[config.mk]
export PLATFORM = sky130hd
export DESIGN_NAME = triwire_regport
export DESIGN_NICKNAME = d
export VERILOG_FILES = /design/src/rtl/twr_pkg.sv /design/src/rtl/twr_sync.sv /design/src/rtl/twr_shift.sv /design/src/rtl/twr_regfile.sv /design/src/rtl/triwire_regport.sv
export SDC_FILE = /design/constraint.sdc
export NUM_CORES = 1
export LEC_CHECK = 0
export ABC_CLOCK_PERIOD_IN_PS = 3250
export BUFFER_PORTS_ARGS = -buffer_cell sky130_fd_sc_hd__buf_4
export CORE_MARGIN = 4
export CORE_UTILIZATION = 55
export CTS_CLUSTER_DIAMETER = 50
export DETAILED_ROUTE_END_ITERATION = 8
export PLACE_DENSITY = 0.81
export SYNTH_ARGS = -nofsm -noshare
export SYNTH_HDL_FRONTEND = slang
export SYNTH_HIERARCHICAL = 1
export SYNTH_SLANG_ARGS = --single-unit
[constraint.sdc]
create_clock -name clk -period 3.25 [get_ports clk]
set_input_delay 0.4875 -clock clk [delete_from_list [all_inputs] [get_ports clk]]
set_output_delay 0.4875 -clock clk [all_outputs]
set_load 0.01 [all_outputs]
[src/rtl/twr_pkg.sv]
`timescale 1ns/1ps
package twr_pkg;
    // control field width carried by each write frame
    localparam int CTRL_BITS = 5;

    typedef enum logic [1:0] {
        M_IDLE  = 2'd0,
        M_WRITE = 2'd1,
        M_READ  = 2'd2
    } mode_e;
endpackage

[src/rtl/twr_sync.sv]
`timescale 1ns/1ps
module twr_sync #(
    parameter int STAGES = 2
) (
    input  logic clk,
    input  logic rst_n,
    input  logic pin,
    output logic lvl
);
    typedef struct packed {
        logic [STAGES-1:0] chain;
    } sync_t;

    sync_t s_d, s_q;

    always_comb begin
        s_d       = s_q;
        s_d.chain = {s_q.chain[STAGES-2:0], pin};
    end

    always_ff @(posedge clk or negedge rst_n) begin
        if (!rst_n) s_q <= '0;
        else        s_q <= s_d;
    end

    assign lvl = s_q.chain[STAGES-1];
endmodule

[src/rtl/twr_shift.sv]
`timescale 1ns/1ps
module twr_shift
    import twr_pkg::*;
#(
    parameter int                 ADDR_W     = 8,
    parameter logic [ADDR_W-1:0]  WR_ADDR    = 'h42,
    parameter logic [ADDR_W-1:0]  RD_ADDR    = 'h43,
    parameter int                 FRAME_BITS = 51,
    parameter int                 RD_BITS    = 31
) (
    input  logic                  clk,
    input  logic                  rst_n,
    input  logic                  ce,
    input  logic                  sck,
    input  logic                  sdi,
    input  logic [RD_BITS-1:0]    rd_word,
    output logic [FRAME_BITS-1:0] frame,
    output logic                  frame_ok,
    output logic                  rd_done,
    output logic                  rd_active,
    output logic                  rd_bit
);
    localparam int MAXLEN = (FRAME_BITS > RD_BITS) ? FRAME_BITS : RD_BITS;
    localparam int CNT_W  = $clog2(MAXLEN + 2);
    localparam int ACNT_W = $clog2(ADDR_W + 2);
    localparam logic [CNT_W-1:0]  CNT_SAT  = CNT_W'(MAXLEN + 1);
    localparam logic [ACNT_W-1:0] ACNT_SAT = ACNT_W'(ADDR_W + 1);
    localparam logic [ACNT_W-1:0] ACNT_OK  = ACNT_W'(ADDR_W);

    typedef struct packed {
        logic                  ce_p;
        logic                  sck_p;
        mode_e                 mode;
        logic [ACNT_W-1:0]     acnt;
        logic [ADDR_W-1:0]     abuf;
        logic [CNT_W-1:0]      pcnt;
        logic [FRAME_BITS-1:0] fbuf;
        logic [RD_BITS-1:0]    rbuf;
        logic                  ok;
        logic                  done;
    } shift_t;

    shift_t s_d, s_q;
    logic   ce_rise, ce_fall, sck_rise, addr_full;

    assign ce_rise   = ce & ~s_q.ce_p;
    assign ce_fall   = ~ce & s_q.ce_p;
    assign sck_rise  = sck & ~s_q.sck_p;
    assign addr_full = (s_q.acnt == ACNT_OK);

    always_comb begin
        s_d       = s_q;
        s_d.ce_p  = ce;
        s_d.sck_p = sck;
        s_d.ok    = 1'b0;
        s_d.done  = 1'b0;
        if (ce_rise) begin
            // address phase closes: choose direction
            s_d.pcnt = '0;
            if (addr_full && s_q.abuf == WR_ADDR) begin
                s_d.mode = M_WRITE;
            end else if (addr_full && s_q.abuf == RD_ADDR) begin
                s_d.mode = M_READ;
                s_d.rbuf = rd_word;
            end else begin
                s_d.mode = M_IDLE;
            end
        end else if (ce_fall) begin
            // frame closes: commit only on exact length
            s_d.ok   = (s_q.mode == M_WRITE) && (s_q.pcnt == CNT_W'(FRAME_BITS));
            s_d.done = (s_q.mode == M_READ)  && (s_q.pcnt == CNT_W'(RD_BITS));
            s_d.mode = M_IDLE;
            s_d.acnt = '0;
        end else if (sck_rise) begin
            if (!ce) begin
                s_d.abuf = {sdi, s_q.abuf[ADDR_W-1:1]};
                if (s_q.acnt != ACNT_SAT) s_d.acnt = s_q.acnt + 1'b1;
            end else if (s_q.mode != M_IDLE) begin
                if (s_q.pcnt != CNT_SAT) s_d.pcnt = s_q.pcnt + 1'b1;
                if (s_q.mode == M_WRITE) s_d.fbuf = {sdi, s_q.fbuf[FRAME_BITS-1:1]};
                else                     s_d.rbuf = {1'b1, s_q.rbuf[RD_BITS-1:1]};
            end
        end
    end

    always_ff @(posedge clk or negedge rst_n) begin
        if (!rst_n) s_q <= '0;
        else        s_q <= s_d;
    end

    assign frame     = s_q.fbuf;
    assign frame_ok  = s_q.ok;
    assign rd_done   = s_q.done;
    assign rd_active = (s_q.mode == M_READ);
    assign rd_bit    = s_q.rbuf[0];
endmodule

[src/rtl/twr_regfile.sv]
`timescale 1ns/1ps
module twr_regfile
    import twr_pkg::*;
#(
    parameter int SEG_BITS = 45,
    localparam int FRAME_BITS = SEG_BITS + CTRL_BITS + 1
) (
    input  logic                  clk,
    input  logic                  rst_n,
    input  logic                  frame_ok,
    input  logic [FRAME_BITS-1:0] frame,
    output logic [2*SEG_BITS-1:0] disp,
    output logic [1:0]            sleep_sel,
    output logic [1:0]            port_sel,
    output logic                  seg_off,
    output logic [1:0]            key_sel,
    output logic                  load_lo,
    output logic                  load_hi
);
    typedef struct packed {
        logic [2*SEG_BITS-1:0] disp;
        logic [1:0]            sleep;
        logic [1:0]            port;
        logic                  off;
        logic [1:0]            key;
        logic                  lo;
        logic                  hi;
    } regs_t;

    regs_t r_d, r_q;

    always_comb begin
        r_d    = r_q;
        r_d.lo = 1'b0;
        r_d.hi = 1'b0;
        if (frame_ok) begin
            if (!frame[FRAME_BITS-1]) begin
                r_d.disp[SEG_BITS-1:0] = frame[SEG_BITS-1:0];
                r_d.sleep              = frame[SEG_BITS+1:SEG_BITS];
                r_d.port               = frame[SEG_BITS+3:SEG_BITS+2];
                r_d.off                = frame[SEG_BITS+4];
                r_d.lo                 = 1'b1;
            end else begin
                r_d.disp[2*SEG_BITS-1:SEG_BITS] = frame[SEG_BITS-1:0];
                r_d.key                         = frame[SEG_BITS+1:SEG_BITS];
                r_d.hi                          = 1'b1;
            end
        end
    end

    always_ff @(posedge clk or negedge rst_n) begin
        if (!rst_n) r_q <= '0;
        else        r_q <= r_d;
    end

    assign disp      = r_q.disp;
    assign sleep_sel = r_q.sleep;
    assign port_sel  = r_q.port;
    assign seg_off   = r_q.off;
    assign key_sel   = r_q.key;
    assign load_lo   = r_q.lo;
    assign load_hi   = r_q.hi;
endmodule

[src/rtl/triwire_regport.sv]
`timescale 1ns/1ps
module triwire_regport
    import twr_pkg::*;
#(
    parameter int SEG_BITS    = 45,
    parameter int KEY_BITS    = 30,
    parameter int SYNC_STAGES = 2,
    parameter int ADDR_W      = 8,
    parameter logic [ADDR_W-1:0] WR_ADDR = 'h42,
    parameter logic [ADDR_W-1:0] RD_ADDR = 'h43
) (
    input  logic                  clk,
    input  logic                  rst_n,
    input  logic                  hold_n,
    input  logic                  ce_pin,
    input  logic                  sclk_pin,
    input  logic                  sdi_pin,
    input  logic [KEY_BITS-1:0]   key_img,
    input  logic                  sleep_ack,
    input  logic                  key_req,
    output logic [2*SEG_BITS-1:0] disp_img,
    output logic [1:0]            sleep_sel,
    output logic [1:0]            port_sel,
    output logic                  seg_off,
    output logic [1:0]            key_sel,
    output logic                  load_lo,
    output logic                  load_hi,
    output logic                  rd_done,
    output logic                  sdo_low
);
    localparam int FRAME_BITS = SEG_BITS + CTRL_BITS + 1;
    localparam int RD_BITS    = KEY_BITS + 1;
    localparam int NPINS      = 3;

    logic [NPINS-1:0]      pins_raw, pins_lvl;
    logic                  ce_lvl, sck_lvl, sdi_lvl;
    logic [FRAME_BITS-1:0] frame;
    logic                  frame_ok, rd_active, rd_bit;

    assign pins_raw = {sdi_pin, sclk_pin, ce_pin};

    for (genvar g = 0; g < NPINS; g++) begin : g_sync
        twr_sync #(.STAGES(SYNC_STAGES)) u_sync (
            .clk  (clk),
            .rst_n(rst_n),
            .pin  (pins_raw[g]),
            .lvl  (pins_lvl[g])
        );
    end

    assign ce_lvl  = pins_lvl[0];
    assign sck_lvl = pins_lvl[1];
    assign sdi_lvl = pins_lvl[2];

    twr_shift #(
        .ADDR_W    (ADDR_W),
        .WR_ADDR   (WR_ADDR),
        .RD_ADDR   (RD_ADDR),
        .FRAME_BITS(FRAME_BITS),
        .RD_BITS   (RD_BITS)
    ) u_shift (
        .clk      (clk),
        .rst_n    (rst_n),
        .ce       (ce_lvl),
        .sck      (sck_lvl),
        .sdi      (sdi_lvl),
        .rd_word  ({sleep_ack, key_img}),
        .frame    (frame),
        .frame_ok (frame_ok),
        .rd_done  (rd_done),
        .rd_active(rd_active),
        .rd_bit   (rd_bit)
    );

    twr_regfile #(.SEG_BITS(SEG_BITS)) u_regs (
        .clk      (clk),
        .rst_n    (rst_n),
        .frame_ok (frame_ok),
        .frame    (frame),
        .disp     (disp_img),
        .sleep_sel(sleep_sel),
        .port_sel (port_sel),
        .seg_off  (seg_off),
        .key_sel  (key_sel),
        .load_lo  (load_lo),
        .load_hi  (load_hi)
    );

    // open-drain data-out: request line while deselected, read data while reading
    always_comb begin
        if (ce_lvl) sdo_low = rd_active & ~rd_bit;
        else        sdo_low = key_req & hold_n;
    end
endmodule

---- Word level (Yosys, flattened, before mapping) ----
Cells that the tools add are included.
operators by class
  equality and inequality tests ........... 14
  $mul .................................... 0
  shifts and indexed selects .............. 0
  muxes and demuxes ....................... 24
  divide/modulo/power cells ............... 0
  bitwise logic cells ..................... 12
  $add $sub $neg .......................... 2
  reduce and logical (&&, ||, !) cells .... 19
  $lt $le $gt $ge ......................... 0
operators with widths
  operator             number
  $mux 88              3
  $mux 31              4
  $mux 100             1
  $mux 51              1
  $eq 8x7->1 const B   2
  $reduce_bool 2->1    8
  $mux 2               7
  $mux 12              1
  $mux 6               2
  $mux 4               2
  $reduce_and 4->1     2
  $not 1->1            7
  $reduce_and 7->1     1
  $add 6x1->6 const B  1
  $eq 6x5->1 const B   1
  $eq 6x6->1 const B   1
  $ne 2x1->1 const B   3
  $ne 6x6->1 const B   1
  $reduce_and 6->1     1
  $and 1x1->1          5
  $reduce_and 5->1     1
  $add 4x1->4 const B  1
  $eq 4x4->1 const B   1
  $logic_and 1x1->1    4
  other kinds (6)      10
storage, ports and cells
  input bits .............................. 38
  bits in registers ....................... 211
  output and inout bits ................... 101
  memories ................................ 0
  logic and storage cells ................. 92
  bits in writable memories ............... 0
  bits in read-only memories .............. 0
  bits in latches ......................... 0

---- Longest topological paths before layout ----
  word-level depth ........................ 7
  depth in mapped cells ................... 7
  gate-level depth less buffers ........... 6

---- Hierarchy ----
The synthesis kept the hierarchy.
modules (own cells, without submodules)
  module           seq. area each (sq um)  area an instance (sq um)  times used  cells each
  twr_shift        2652.5                  5172.5                    1           387
  twr_regfile      2477.4                  3993.8                    1           210
  twr_sync         50.0                    50.0                      3           2
  triwire_regport  0.0                     13.8                      1           3

---- Worst setup path before layout ----
No wires, ideal clock.
  path type ............................... register -> register
  start ................................... register g_sync[0].u_sync/s_q[1] (netlist name)
  end ..................................... register u_shift.s_q, in the netlist u_shift/frame[10]
  clock period less this slack ............ 1734 ps
  arrival ................................. 1609 ps
  slack ................................... 1516 ps
  required time ........................... 3125 ps
  stages on the path, launching flop included .. 7
  buffers on the path ..................... 2
  library setup time ...................... 125 ps
  cells stage by stage .................... dfrtp_1 > inv_1 > ha_1 > and4b_1 > buf_2 > buf_6 > mux2_2
on the way
  cells in the longest elaborated chain, start to end .. 4
  elaborated cells on any way between the ends .. 6
  classes of those cells .................. bitwise (5); reduce/logical (1)
RTL lines
  what                            line             source
  start: declaration              twr_sync.sv:14   sync_t s_d, s_q;
  start signal: assignment        twr_sync.sv:22   if (!rst_n) s_q <= '0;
  start signal: assignment        twr_sync.sv:23   else s_q <= s_d;
  $not 1->1 (no line)             n/a
  $and 1x1->1                     twr_shift.sv:47  assign ce_fall = ~ce & s_q.ce_p;
  $not 1->1 (no line)             n/a
  $reduce_and 6->1 (no line) (*)  n/a
  end signal: assignment          twr_shift.sv:87  if (!rst_n) s_q <= '0;
  end signal: assignment          twr_shift.sv:88  else s_q <= s_d;
  end: declaration                twr_shift.sv:43  shift_t s_d, s_q;
Every way passes the cells marked *; elsewhere a longest branch is shown, timed or not.
A chain may end at the register's enable or synchronous reset.

---- Final worst setup path ----
  start ................................... register g_sync[0].u_sync/s_q[1] (netlist name)
  end ..................................... register u_shift/s_q[14] (netlist name)
on the way
  cells in the longest elaborated chain, start to end .. 4
  elaborated cells on any way between the ends .. 12
  classes of those cells .................. eq/ne (4); mux (1); bitwise (3); reduce/logical (4)
RTL lines
  what                        line
  $not 1->1 (no line)         n/a
  $and 1x1->1                 twr_shift.sv:47
  $ne 2x1->1 (no line)        n/a
  $reduce_and 7->1 (no line)  n/a
Parallel ways exist; a longest one is shown, timed or not.

==> results.txt <==
----------------------------------------------------
[Synth]
  Most frequent cells after synthesis ... sky130_fd_sc_hd__dfrtp_1 (211), sky130_fd_sc_hd__mux2_2 (88), sky130_fd_sc_hd__mux2_4 (68)
  Combined area of all synthesized cells ... roughly 0.0093 mm2
  Top cells by area, synth ... sky130_fd_sc_hd__dfrtp_1 (57%), sky130_fd_sc_hd__mux2_4 (11%), sky130_fd_sc_hd__mux2_2 (11%)
  Dominant synthesized flop cell ... sky130_fd_sc_hd__dfrtp_1
  Syn nets ... ~650
  Sequential element share of the synthesized area ... 0.566
  Gate count of the mapped netlist ... around 600
  Largest area contributor in the synthesized netlist ... sky130_fd_sc_hd__dfrtp_1
  Ys Warns ... 6
  Proportion of synthesized flip-flops having asynchronous set or reset ... 1.00
  Number of library cell types mapped by synthesis ... 49
  Portion of synthesized cell area occupied by the leading cell type ... 0.566
  Syn Area/Cell ... between 15 and 20 um2
  Post-synth EDFFs ... 0
  Flip-flop and latch count after synthesis ... ~210
  Most common cell in the netlist ... sky130_fd_sc_hd__dfrtp_1

[STA]
  Worst Skew ... between 0.01 and 0.015 ns
  Sum of negative setup slack ... 0 ns
  Total count of hold-check failures in the final report ... 0
  Final period utilization ... 0.705
  Final hold slack ... ~0.021 ns
  Final setup violation count ... 0
  Final Max Tran Viols ... 0
  Slew of the pin with the lowest slew margin ... about 0.76 ns
  Achievable Freq ... 436 MHz
  Worst relative slew slack ... 0.494
  RSZ-0062 raised after global routing ... false
  Final min period ... around 2.3 ns

[Die]
  Core Region ... ~0.017 mm2
  Die Footprint ... about 0.019 mm2
  Boundary pin count ... approximately 140
  Placement Rows ... 47
  Horizontal extent of the die ... between 100 and 150 um
  Floorplan die height ... around 140 um
  Starting density of the core ... 0.563

[Worst setup path]
  Cell family with the largest share of critical-path delay ... compound AO/OA/AOI/OAI gates
  Startpoint-to-endpoint class of the critical path ... flip-flop to flip-flop
  Number of buffers and inverters on the critical path ... 3
  Highest fanout seen on the critical path ... 32
  Setup crit start kind ... flip-flop
  Most Frequent Cell on Critical Path ... sky130_fd_sc_hd__buf_4
  Crit path cell chain ... ha_1, buf_4, o21bai_2, buf_4, a21oi_4, buf_12, a2bb2oi_2
  Critical Path RT ... approximately 3.7 ns
  Delay contributed by the slowest stage of the critical path ... approximately 0.55 ns
  Cell type of the slowest stage on the worst timing path ... sky130_fd_sc_hd__a21oi_4
  Worst path arrival time ... 2.71 ns
  Type of element capturing the critical path ... flip-flop

[Final layout]
  Finished layout cell area ... approximately 0.011 mm2
  Final core occ ... 0.662
  Number of nets in the final layout ... about 750
  # fillers ... between 1,000 and 1,500
  Post-synthesis to final-layout area growth ... 17.6%
  Number of inserted diodes ... 0
  Fin cells ... 938
  Share of final-layout standard cells stronger than drive strength 1 ... 0.547

[CTS]
  Buffer type at the clock tree root ... sky130_fd_sc_hd__clkbuf_16
  H-tree depth reported by CTS ... 1
  Maximum buffer depth of the clock tree ... 3
  CTS tree ... done
  Clock Sinks ... 211
  Clock insertion delay at the later pin of the skew report ... 0.50 ns
  Clock transition at path regs ... around 0.06 ns
  CTS hold repair buffers ... 0
  Number of buffers created by CTS ... 24
  Post-CTS setup buffer count ... 0
  # resized after CTS ... 0

[Routing]
  Routed Antenna Nets ... 0
  Final WL ... 18.1 mm
  Remaining routing DRC violations ... 0
  1st-iter DRT viols ... ~310
  Number of iterations in the first detailed-routing pass ... 4
  Vias post-DR ... 5,214
  Detail-routed net length per standard cell ... 19.3 um
  Drt via density ... between 5 and 6

[Placed design]
  Placement-stage cell area ... a little over 0.01 mm2
  Detailed Place HPWL ... approximately 12 mm
  Number of placed cells counting well taps ... 895
  Port buffer count ... 138
  Routability-driven placement congestion ratio ... approximately 0.85

[Status]
  Result of the run ... complete, no violations

[Global routing]
  GRT Resource Usage Total ... 0.192
  Total gr overflow ... 0
  Antenna violations before repair ... 0
  Number of global-route vias before repair ... around 5,700
  Global-route wire length before repair ... 30.9 mm
  Maximum number of pins on one net before global-route repair ... 81

[Power]
  Power density cells ... between 500 and 600 mW/mm2
  Max VDD drop ... approximately 0.37 mV
  Leakage ... about 5.6 nW

[Run]
  Max-cap viol count ... 0

[Hold path]
  Type of the tightest min-delay check ... input port to asynchronous set/reset pin

----------------------------------------------------
-- metal layers --
layer / vias to the layer above / GRT usage / share of wire
li1: 2352 / - / -
met1: 2676 / 0.253 / 0.42
met2: 153 / 0.330 / 0.51
met3: 33 / 0.0363 / 0.052
met4: 0 / 0.0489 / 0.020
met5: - / 0 / 0
-- registers in the layout, indices dropped and copies added, names as in the netlist --
name / count
u_shift/s_q: 52
u_shift/frame: 51
u_shift/rd_bit: 1
u_regs/sleep_sel: 2
g_sync.u_sync/s_q: 6
u_shift/frame_ok: 1
u_regs/seg_off: 1
u_regs/load_lo: 1
u_regs/load_hi: 1
u_regs/key_sel: 2
u_shift/rd_done: 1
u_regs/disp: 90
u_regs/port_sel: 2
-- report_power, final --
group	internal (W)	leakage [nW]	total (W)	switching, W
registers	0.00266	2.92	0.00270	0.0000348
logic	0.0000900	2.28	0.000210	0.000120
clock network	0.00178	0.420	0.00284	0.00106
total	0.00453	5.62	0.00574	0.00121
-- final cells by class --
class | count | area [um2] | share of cell area
Sequential cell | 211 | 5280 | 0.481
Timing Repair Buffer | 155 | 1190 | 0.109
Clock buffer | 29 | 661 | 0.0602
Inverter | 9 | 33.8 | 0.00308
Tap cell | 220 | 275 | 0.0251
Clock inverter | 14 | 190 | 0.0173
Multi-Input combinational cell | 300 | 3340 | 0.304
-- cell usage in the layout, fill, tap and decap left out, drive strengths merged, types with 3 or more instances in the layout --
| cell | instances |
|---|---|
| dfrtp | 211 |
| mux2 | 156 |
| buf | 154 |
| a2bb2oi | 31 |
| a221oi | 30 |
| clkbuf | 30 |
| nand2 | 12 |
| inv | 12 |
| nand3 | 9 |
| ha | 7 |
| o21ai | 6 |
| clkinv | 6 |
| nor2 | 5 |
| bufinv | 4 |
| nor2b | 3 |
-- logic make-up (layout without fill, tap and decap cells) --
group / Yosys count / count (layout) / synth area share
flip-flops: 211 / 211 / 0.566
adder cells (fa/ha/maj): 7 / 7 / 0.00939
multiplexers: 158 / 158 / 0.218
buffers and inverters: 95 / 207 / 0.0789
AND/OR/NAND/NOR: 50 / 50 / 0.0316
AO/OA/AOI/OAI: 85 / 85 / 0.0964
-- path summary, 6_finish.rpt --
check | startpoint | end | slack (ns) | cells past startpoint
max in group asynchronous | rst_n | u_shift/frame[1] | 2.42 | 2
worst max register to register | g_sync[0].u_sync/s_q[1] | u_shift/s_q[14] | 0.96 | 7
worst max-delay path | g_sync[0].u_sync/s_q[1] | u_shift/s_q[14] | 0.96 | 7
min in group clk | sdi_pin | g_sync[2].u_sync/s_q[0] | 0.10 | 1
worst min register to register | g_sync[2].u_sync/s_q[0] | g_sync[2].u_sync/s_q[1] | 0.35 | 0
worst min-delay path | rst_n | u_regs/disp[80] | 0.02 | 1
-- stage by stage --
step,total power [W],worst slack [ns]
6_report,0.00574,0.958
3_3_place_gp,0.00294,1.07
5_1_grt,0.00596,0.785
2_1_floorplan,0.00283,1.52
4_1_cts,0.00581,0.947
3_5_place_dp,0.00296,0.961
Note: power is estimated with default switching activity, not from simulation.
